## src/rtl/dec_timer_pkg.sv

```systemverilog
package dec_timer_pkg;

    typedef enum logic {
        IRQ_EDGE  = 1'b0,
        IRQ_LEVEL = 1'b1
    } irq_mode_e;

    // Top-bit status reported by the decrementer to the request logic.
    typedef struct packed {
        logic rise;   // bit 31 goes 0 -> 1 at this edge
        logic msb;    // current bit 31
    } msb_evt_t;

    function automatic logic msb_rise(input logic old_msb, input logic new_msb);
        return (!old_msb) && new_msb;
    endfunction

endpackage

```

## src/rtl/dec_time_base.sv

```systemverilog
module dec_time_base #(
    parameter int TB_W = 64
) (
    input  logic            clk,
    input  logic            rst,
    input  logic            tick,
    output logic [TB_W-1:0] tb_value
);
    logic [TB_W-1:0] tb_q;

    always_ff @(posedge clk) begin
        if (rst)       tb_q <= '0;
        else if (tick) tb_q <= tb_q + 1'b1;
    end

    assign tb_value = tb_q;

    a_r2_tb_step: assert property (@(posedge clk) disable iff (rst)
        tick |=> (tb_q == $past(tb_q) + 1'b1));
    a_r2_tb_hold: assert property (@(posedge clk) disable iff (rst)
        !tick |=> $stable(tb_q));
endmodule

```

## src/rtl/dec_down_counter.sv

```systemverilog
module dec_down_counter
    import dec_timer_pkg::*;
#(
    parameter int DEC_W = 32
) (
    input  logic             clk,
    input  logic             rst,
    input  logic             tick,
    input  logic             we,
    input  logic [DEC_W-1:0] wdata,
    output logic [DEC_W-1:0] count,
    output msb_evt_t         evt
);
    localparam int MSB = DEC_W - 1;

    logic [DEC_W-1:0] cnt_q, cnt_d;

    // Write wins over a tick in the same cycle.
    always_comb begin
        cnt_d = cnt_q;
        if (we)        cnt_d = wdata;
        else if (tick) cnt_d = cnt_q - 1'b1;
    end

    always_ff @(posedge clk) begin
        if (rst) cnt_q <= '1;
        else     cnt_q <= cnt_d;
    end

    assign count    = cnt_q;
    assign evt.rise = msb_rise(cnt_q[MSB], cnt_d[MSB]);
    assign evt.msb  = cnt_q[MSB];

    a_r4_write_loads: assert property (@(posedge clk) disable iff (rst)
        we |=> (cnt_q == $past(wdata)));
    a_r2_tick_decrements: assert property (@(posedge clk) disable iff (rst)
        (tick && !we) |=> (cnt_q == $past(cnt_q) - 1'b1));
    a_r2_idle_holds: assert property (@(posedge clk) disable iff (rst)
        (!tick && !we) |=> $stable(cnt_q));
endmodule

```

## src/rtl/dec_irq_gen.sv

```systemverilog
module dec_irq_gen
    import dec_timer_pkg::*;
(
    input  logic      clk,
    input  logic      rst,
    input  irq_mode_e mode,
    input  msb_evt_t  evt,
    input  logic      ack,
    output logic      irq
);
    logic pend_q;

    // A new rise beats a same-cycle acknowledge; repeated rises coalesce.
    always_ff @(posedge clk) begin
        if (rst)           pend_q <= 1'b0;
        else if (evt.rise) pend_q <= 1'b1;
        else if (ack)      pend_q <= 1'b0;
    end

    always_comb begin
        unique case (mode)
            IRQ_LEVEL: irq = evt.msb;
            default:   irq = pend_q;
        endcase
    end

    a_r5_rise_sets: assert property (@(posedge clk) disable iff (rst)
        evt.rise |=> pend_q);
    a_r7_ack_clears: assert property (@(posedge clk) disable iff (rst)
        (ack && !evt.rise) |=> !pend_q);
    a_r6_no_spurious: assert property (@(posedge clk) disable iff (rst)
        (!evt.rise && !pend_q) |=> !pend_q);
endmodule

```

## src/rtl/dec_timer.sv

```systemverilog
module dec_timer
    import dec_timer_pkg::*;
#(
    parameter int DEC_W = 32,
    parameter int TB_W  = 64
) (
    input  logic               clk,
    input  logic               rst,
    input  logic               tick,
    input  logic               irq_mode,
    input  logic               dec_we,
    input  logic [DEC_W-1:0]   dec_wdata,
    output logic [DEC_W-1:0]   dec_rdata,
    output logic [TB_W/2-1:0]  tb_hi_rdata,
    output logic [TB_W/2-1:0]  tb_lo_rdata,
    output logic               irq_req,
    input  logic               irq_ack
);
    localparam int HALF = TB_W / 2;

    logic [TB_W-1:0] tb_value;
    msb_evt_t        evt;
    irq_mode_e       mode;

    assign mode = irq_mode_e'(irq_mode);

    dec_time_base #(.TB_W(TB_W)) u_tb (
        .clk(clk), .rst(rst), .tick(tick), .tb_value(tb_value)
    );

    dec_down_counter #(.DEC_W(DEC_W)) u_dec (
        .clk(clk), .rst(rst), .tick(tick), .we(dec_we),
        .wdata(dec_wdata), .count(dec_rdata), .evt(evt)
    );

    dec_irq_gen u_irq (
        .clk(clk), .rst(rst), .mode(mode), .evt(evt),
        .ack(irq_ack), .irq(irq_req)
    );

    assign tb_hi_rdata = tb_value[TB_W-1:HALF];
    assign tb_lo_rdata = tb_value[HALF-1:0];

    a_r9_level_tracks_msb: assert property (@(posedge clk) disable iff (rst)
        (mode == IRQ_LEVEL) |-> (irq_req == dec_rdata[DEC_W-1]));
    a_r8_rise_survives_ack: assert property (@(posedge clk) disable iff (rst)
        (mode == IRQ_EDGE && irq_ack && evt.rise) |=> irq_req);
endmodule

```

## config.mk

```make
export PLATFORM = sky130hd
export DESIGN_NAME = dec_timer
export DESIGN_NICKNAME = d
export VERILOG_FILES = /design/src/rtl/dec_timer_pkg.sv /design/src/rtl/dec_time_base.sv /design/src/rtl/dec_down_counter.sv /design/src/rtl/dec_irq_gen.sv /design/src/rtl/dec_timer.sv
export SDC_FILE = /design/constraint.sdc
export NUM_CORES = 1
export LEC_CHECK = 0
export BUFFER_PORTS_ARGS = -buffer_cell sky130_fd_sc_hd__buf_4
export CORE_MARGIN = 10
export CORE_UTILIZATION = 35
export CTS_BUF_LIST = sky130_fd_sc_hd__clkbuf_16
export DETAILED_ROUTE_END_ITERATION = 8
export SYNTH_ARGS = -nofsm -noshare
export SYNTH_HDL_FRONTEND = slang
export SYNTH_HIERARCHICAL = 1
export SYNTH_SLANG_ARGS = --single-unit
export TNS_END_PERCENT = 100
```

## constraint.sdc

```tcl
create_clock -name clk -period 5.8 [get_ports clk]
set_clock_uncertainty 0.2 [all_clocks]
set_input_delay 1.16 -clock clk [delete_from_list [all_inputs] [get_ports clk]]
set_output_delay 1.16 -clock clk [all_outputs]
set_load 0.02 [all_outputs]
```

; ---- Yosys cells after proc, flatten, opt, wreduce, memory -nomap -nowiden
; Index checks and enable logic that the tools add are counted.
[op_classes]
n_mux = 5
reduce_logical = 4
n_addsub = 2
[ops]
columns = op, count
row1 = 64-bit by 1-bit adder with 64-bit output (second input constant), 1
row2 = 32-bit 2-to-1 mux, 2
row3 = 32-bit by 1-bit subtractor with 32-bit output (second input constant), 1
row4 = 2-bit nonzero test, 2
row5 = 1-bit 2-to-1 mux, 3
row6 = 1-bit logical AND, 1
row7 = 1-bit logical NOT, 1
[totals]
ff_bits = 97
inputBits = 38
word_cells = 15
out_inout_bits = 97

; ---- Depth between registers and ports, before layout
; Gate-level depths: netlist of run 1.
[logic_depth]
word_depth = 5
mapped_depth = 8
ltp_nobuf = 6

; ---- Hierarchy
; Netlist of run 1, hierarchy kept.
[modules_own_cells]
columns = mod, area_each_um2, cells_per_inst, instances
row1 = dec_time_base, 3027.9, 347, 1
row2 = dec_down_counter, 2115.8, 249, 1
row3 = dec_irq_gen, 50.0, 5, 1

; ---- Worst setup path after synthesis of run 1
; No wires, ideal clock.
[synth_path]
path_kind = input port to output port
start = in irq_mode
end = out irq_req
path_slack_ns = 2.965
cell_stages = 1
t_required_ns = 4.440
arrival_time_ns = 1.475
n_path_buf = 0
cell_sequence = mux2_4
[synth_between]
elab_chain_len = 1
[synth_lines]
columns = item, line
row1 = start: declaration, dec_timer.sv:10  ; input logic irq_mode,
row2 = 1-bit 2-to-1 mux, dec_irq_gen.sv:21  ; unique case (mode)
row3 = end: declaration, dec_timer.sv:16  ; output logic irq_req,
; Every way passes these cells.

; ---- Final worst setup path of run 1
; Same ends and word-level chain as after synthesis.

==> results of run 1 <==
## power groups by stage
stage	sequential [mW]	combinational [mW]	clock [mW]
2_1_floorplan	0.732	0.0555	0
3_3_place_gp	0.719	0.131	0
3_5_place_dp	0.720	0.132	0
4_1_cts	0.705	0.133	0.591
5_1_grt	0.708	0.143	0.620
6_report	0.705	0.132	0.574
## logic make-up after synthesis
family,count (synthesis),share of synthesized area [%]
simple gates,300,36.2
compound gates,99,12.7
flops,97,37.4
buf+inv,52,4.38
xor+xnor,45,7.59
mux,6,1.28
fa+ha+maj,2,0.482
## layer usage
metal / track usage (%) / vias up / wire length, um
li1: - / 2486 / -
met1: 19.4 / 2407 / 7260
met2: 24.1 / 177 / 7200
met3: 5.44 / 23 / 1330
met4: 5.16 / 4 / 252
met5: 0 / - / 23
## final timing paths
path                    start                end  depth (start not counted)
max                  irq_mode            irq_req                          3
max reg2reg  u_tb/tb_value[9]  u_tb/tb_value[60]                          5
min              u_irq/pend_q       u_irq/pend_q                          2
min reg2reg      u_irq/pend_q       u_irq/pend_q                          2
## cells in the final DEF (no fill, tap or decap), types with 3 or more instances in the layout
master,count
or3_1,27
a21oi_1,31
nor2_1,51
a2111oi_0,12
mux2i_1,4
clkbuf_16,9
o211ai_1,3
nand3_1,23
o31ai_1,7
o21ai_0,21
a311oi_1,13
and3_1,18
or2_2,3
nand4_1,29
inv_1,17
nor3b_1,23
xor2_1,27
nor2b_1,3
nand4_2,5
nand2_1,26
a31oi_1,4
or4_1,11
nor4_1,21
dfxtp_1,97
nor3_1,30
buf_4,135
nor4_4,5
xnor2_1,18
and4_2,3
nor3_2,3
## state kept, by name, summed over array words and instances (netlist names)
name	flops
u_dec/count	32
u_tb/tb_value	64
u_irq/pend_q	1
## synth_stat cells, drive strengths merged (4+ instances only)
library cell  count  area, sq um
o21ai            21          105
a31oi             4         25.0
xnor2            18          158
and4              4         38.8
a311oi           13          114
clkbuf           24         90.1
or2               4         25.0
or3              28          176
nor3b            23          173
or4              12         93.8
xor2             27          236
nor4             27          250
nand3            24          125
and3             18          113
nand4            35          265
inv              15         56.3
a2111oi          12          105
o31ai             7         52.6
a21oi            31          155
nor3             33          180
nand2            26         97.6
buf              13         81.3
nor2             52          203
mux2i             4         40.0
dfxtp            97         1940
## through the flow
stage | instance area (sq um) | util (%) | cells | hold WS, ps
final | 6540 | 45.0 | 898 | 277
after global routing | 6540 | 45.0 | 898 | 304
after CTS | 6540 | 45.0 | 898 | 283
after detailed placement | 6270 | 43.1 | 883 | 276
after global placement | 6270 | 43.1 | 883 | 263
after floorplan | 5190 | - | 601 | 243
## worst register-to-register path: stages, from the launching register on
cell	delay (ps)
dfxtp_1	490
nand4_1	250
nor4_4	660
nand4b_1	470
or4_1	610
a21oi_1	150
## cell type report
class | instances | area share, %
clock buffers | 9 | 3.44
clock inverters | 6 | 0.803
inverters | 15 | 0.860
multi-input cells | 452 | 46.2
flip-flops and latches | 97 | 29.7
well taps | 184 | 3.52
repair buffers | 135 | 15.5
==> impl_metrics.py, run 1 <==
metrics = {
    "finish": {
        "drive_gt1_share_pct": 25.2,
        "regArea_sq_um": 1940,
        "fin_nets": 750,
        "area_growth_pct": 26.0,
        "antenna_cells": 0,
        "multiInputGateArea_sq_um": 3020,
        "fill_cells": 1451,
    },
    "grt": {
        "grt_pass1_vias": 4960,
        "antenna_found_initial": 2,
        "grt_usage_pct": 15.5,
        "grt-ovfl-total": 0,
        "grt_max_degree": 64,
        "grt_pass1_wl_um": 25700,
    },
    "clocking": {
        "cts.reportedPaths.clkPinSlew_ps": 60,
        "htree_levels": 3,
        "cts_resized": 0,
        "postCtsSetupBuffers": 0,
        "cts_made_buffers": 9,
        "cts-root-buf": "clkbuf_16",
        "clockBufferDepth": 2,
        "hold_buffers": 0,
        "clkLatencyLatePin_ps": 350,
        "cts_sinks": 97,
        "cts_tree": "built",
    },
    "floorplan": {
        "rows": 44,
        "start_util_pct": 35.7,
        "io_pins": 135,
        "dieArea_sq_um": 20100,
        "coreArea_sq_um": 14500,
        "die_h_um": 142,
        "die_w_um": 142,
    },
    "setup_path": {
        "cp_data_required_time_ps": 4440,
        "reg2reg_slack_ps": 2900,
        "cp-start-kind": "input pin",
        "slowest_stage": "mux2_4",
        "cp_num_buf_inv": 2,
        "crit_top_cell": "buf_4",
        "worst-setup-path-type": "in2out",
        "path_max_fanout": 1,
        "arrival_ps": 1740,
        "worstPathCellList": "buf_4, mux2_4, buf_4",
        "crit_family": "multiplexers",
        "max_stage_delay_ps": 300,
        "critPathCaptureType": "primary output",
    },
    "routing": {
        "drc": 0,
        "vias": 5097,
        "drt_iter0_drc": 365,
        "vias_per_cell": 5.68,
        "dr.pass1.iters": 5,
        "postRouteAntennaNets": 0,
        "wl_per_cell_um": 17.9,
        "wl_um": 16100,
    },
    "yosys": {
        "synth_edf_count": 0,
        "yosysWarnings": 6,
        "ys_seq_area_share_pct": 37.4,
        "ys_types": 60,
        "synth.ff_latch_count": 97,
        "synthArstFlopShare_pct": 0,
        "syn_inst": 601,
        "avgSynthCellArea_sq_um": 8.64,
        "synthFlopType": "dfxtp_1",
        "synth_nets": 641,
        "synthesis.area_sq_um": 5190,
    },
    "timing": {
        "setup_ws_ps": 2700,
        "finalWorstPathRequiredPeriod_ps": 3100,
        "maxSlewViolCount": 0,
        "worst_pin_slew_ps": 830,
        "period_share_pct": 53.4,
        "fmax_mhz": 323,
        "setup_violations": 0,
        "tns_ps": 0,
        "rsz0062_at_grt": "no",
        "hold_viol": 0,
        "relSlewSlack_pct": 44.1,
    },
    "power": {
        "power.share.clock_pct": 40.7,
        "p_int_mw": 1.07,
        "combPwrFrac_pct": 9.3,
        "swShare_pct": 24.4,
        "power_density_nw_per_um2": 216,
        "p_sw_uw": 344,
        "vdd_drop_max_mv": 0.134,
        "power.total_mw": 1.41,
        "seq_power_share_pct": 50.0,
        "p_leak_nw": 2.44,
    },
    "place": {
        "pre_cts_ws_ps": 2470,
        "dp_hpwl_um": 11700,
        "port_buffers": 134,
        "gp_congestion": 0.813,
    },
    "worst_hold_path": {
        "hold_path_class": "reg2reg",
    },
    "run": {
        "maxCapViolCount": 0,
    },
    "outcome": {
        "status": "finished, final reports clean",
    },
}
(Power assumes the default switching activity.)
==> run 2: changes to the inputs <==
ABC_AREA = 1   (was not set)
clock period = 2.6 ns   (was 5.8 ns; I/O delays follow)
==> run 2 against run 1 <==
  * First-iteration DRC count is 7.1% higher
  * Setup slack worse by 2100 ps
  * Count of clock-buffer cells in the layout stayed put
  * Global-route usage is 1.3 points higher
  * Critical path depth is 6 higher
  * Register-to-register slack worse by 2300 ps
  * Synthesized area is 18% higher
  * Sequential power is 130% higher
  * Wire length is 25% higher
==> impl_metrics.py, run 2 <==
metrics = {
    "setup_path": {
        "arrival_ps": 2080,
        "cp_data_required_time_ps": 2640,
        "reg2reg_slack_ps": 570,
        "worst-setup-path-type": "reg2reg",
        "r2r_cells": 9,
        "slowest_stage": "dfxtp_1",
        "cp-start-kind": "register",
        "max_stage_delay_ps": 440,
        "critPathCaptureType": "register",
        "path_max_fanout": 5,
        "worstPathCellList": "nand2_1, nor2_1, nand2_1, nor2_1, nand2_1, nor2_1, nand3_1, nand2_1, nor2_1",
    },
    "clocking": {
        "cts.reportedPaths.clkPinSlew_ps": 70,
        "cts_tree": "built",
        "cts-root-buf": "clkbuf_16",
        "postCtsSetupBuffers": 0,
        "cts_made_buffers": 9,
        "cts_sinks": 97,
        "cts_resized": 0,
        "hold_buffers": 0,
        "clkLatencyLatePin_ps": 360,
        "htree_levels": 3,
        "clockBufferDepth": 2,
    },
    "routing": {
        "wl_um": 20100,
        "dr.pass1.iters": 5,
        "postRouteAntennaNets": 0,
        "drt_iter0_drc": 391,
        "vias": 6527,
        "wl_per_cell_um": 15.3,
        "vias_per_cell": 4.97,
        "drc": 0,
    },
    "finish": {
        "antenna_cells": 0,
        "drive_gt1_share_pct": 21.7,
        "area_growth_pct": 25.3,
        "fin_nets": 1124,
        "fill_cells": 1848,
        "regArea_sq_um": 1940,
        "final_cell_mix": "nand2_1 (237), nor2_1 (177), buf_4 (136)",
        "largest_register_ffs": 64,
        "final_common_cell": "nand2_1",
        "final_core_util_pct": 44.7,
        "multiInputGateArea_sq_um": 3710,
    },
    "yosys": {
        "synth.most_common_cell": "nand2_1",
        "ys_seq_area_share_pct": 31.6,
        "yosys.area_share.adder_pct": 0.407,
        "syn_inst": 954,
        "yosys-top-cells-area": "dfxtp_1 (32%), nand2_1 (14%), nor2_1 (11%)",
        "ys_types": 42,
        "synth_compound_area_share_pct": 11.3,
        "synth.area.mux_share_pct": 0,
        "avgSynthCellArea_sq_um": 6.44,
        "synthFlopType": "dfxtp_1",
        "yosysTopAreaCellShare_pct": 31.6,
        "netlist.top_cell.by_area": "dfxtp_1",
        "synth_top_family_by_area": "simple AND/OR/NAND/NOR gates",
        "synth.ff_latch_count": 97,
        "synthArstFlopShare_pct": 0,
        "ys_top_cells_by_count": "nand2_1 (237), nor2_1 (177), dfxtp_1 (97)",
        "yosysWarnings": 6,
        "synth-xor-area-share_pct": 2.42,
        "synth_edf_count": 0,
        "synth-simple-area-share_pct": 46.3,
        "synth_nets": 994,
        "synthesis.area_sq_um": 6140,
    },
    "grt": {
        "grt_util_met1_pct": 21.3,
        "grt_usage_pct": 16.7,
        "grt-ovfl-total": 0,
        "met2_usage_pct": 27.8,
        "grt_pass1_wl_um": 32800,
        "use_met3_pct": 4.04,
        "grt_pass1_vias": 6191,
        "grt.busiest_layer": "met2",
        "grt_max_degree": 37,
        "antenna_found_initial": 0,
    },
    "timing": {
        "rsz0062_at_grt": "no",
        "setup_violations": 0,
        "hold_viol": 0,
        "relSlewSlack_pct": 64.1,
        "fmax_mhz": 492,
        "maxSlewViolCount": 0,
        "tns_ps": 0,
        "worst_pin_slew_ps": 534,
        "finalWorstPathRequiredPeriod_ps": 2030,
        "period_share_pct": 78.2,
    },
    "outcome": {
        "status": "finished, final reports clean",
    },
    "power": {
        "swShare_pct": 26.5,
        "p_leak_nw": 3.31,
        "vdd_drop_max_mv": 0.379,
        "combPwrFrac_pct": 11.2,
        "power.total_mw": 3.44,
        "p_int_mw": 2.53,
        "seq_power_share_pct": 46.6,
        "power.share.clock_pct": 42.2,
        "power_density_nw_per_um2": 446,
        "p_sw_uw": 909,
    },
    "floorplan": {
        "io_pins": 135,
        "start_util_pct": 35.6,
        "dieArea_sq_um": 23200,
        "die_h_um": 152,
        "rows": 48,
        "coreArea_sq_um": 17200,
        "die_w_um": 152,
    },
    "run": {
        "maxCapViolCount": 0,
    },
    "place": {
        "gp_congestion": 0.922,
        "port_buffers": 134,
        "dp_hpwl_um": 15700,
    },
    "worst_hold_path": {
        "whs_path_depth": 3,
        "hold_path_class": "in2reg",
    },
}
==> run 2: cell type report <==
cell class / count / share of cell area, %
sequential: 97 / 25.2
multi-input combinational: 733 / 48.2
clock buffer: 9 / 2.93
timing repair buffer: 138 / 13.8
tap: 225 / 3.66
clock inverter: 6 / 1.11
inverter: 105 / 5.12
==> run 2: cells by family after synthesis <==
family,Yosys count
XOR/XNOR,17
adder cells (fa/ha/maj),2
buffers and inverters,124
AO/OA/AOI/OAI,112
flip-flops,97
AND/OR/NAND/NOR,602
==> run 2: path summary, 6_finish.rpt <==
| path | endpoint | from |
|---|---|---|
| setup / recovery | u_tb/tb_value[52] | u_tb/tb_value[12] |
| hold / removal | u_dec/count[4] | dec_wdata[4] |
| setup reg to reg | u_tb/tb_value[52] | u_tb/tb_value[12] |
| hold reg to reg | u_irq/pend_q | u_irq/pend_q |
==> run 2: critical path, delay by kind of cell, from the launching register on <==
family	cells	cell delay (ps)
simple gates	9	1280
flops	1	440
==> run 2: power groups by stage <==
stage | clock (mW) | sequential, mW | combinational, mW
after floorplan | 0 | 1.67 | 0.172
after global placement | 0 | 1.64 | 0.384
after detailed placement | 0 | 1.64 | 0.386
after CTS | 1.48 | 1.60 | 0.387
after global routing | 1.53 | 1.61 | 0.423
final | 1.45 | 1.60 | 0.384
==> run 2: per-layer routing <==
layer	share of wire, %	routed length (um)
met1	47	9360
met2	46	9290
met3	6.2	1240
met4	1.0	204
met5	0	0
==> run 2: through the flow <==
step                      area [sq um]  worst slack [ps]  std cells  hold WS, ps
after global routing              7700               490       1313          193
final                             7700               567       1313          185
after global placement            7390               548       1298          261
after detailed placement          7390               524       1298          264
after floorplan                   6140               812        954          241
after CTS                         7700               639       1313          177
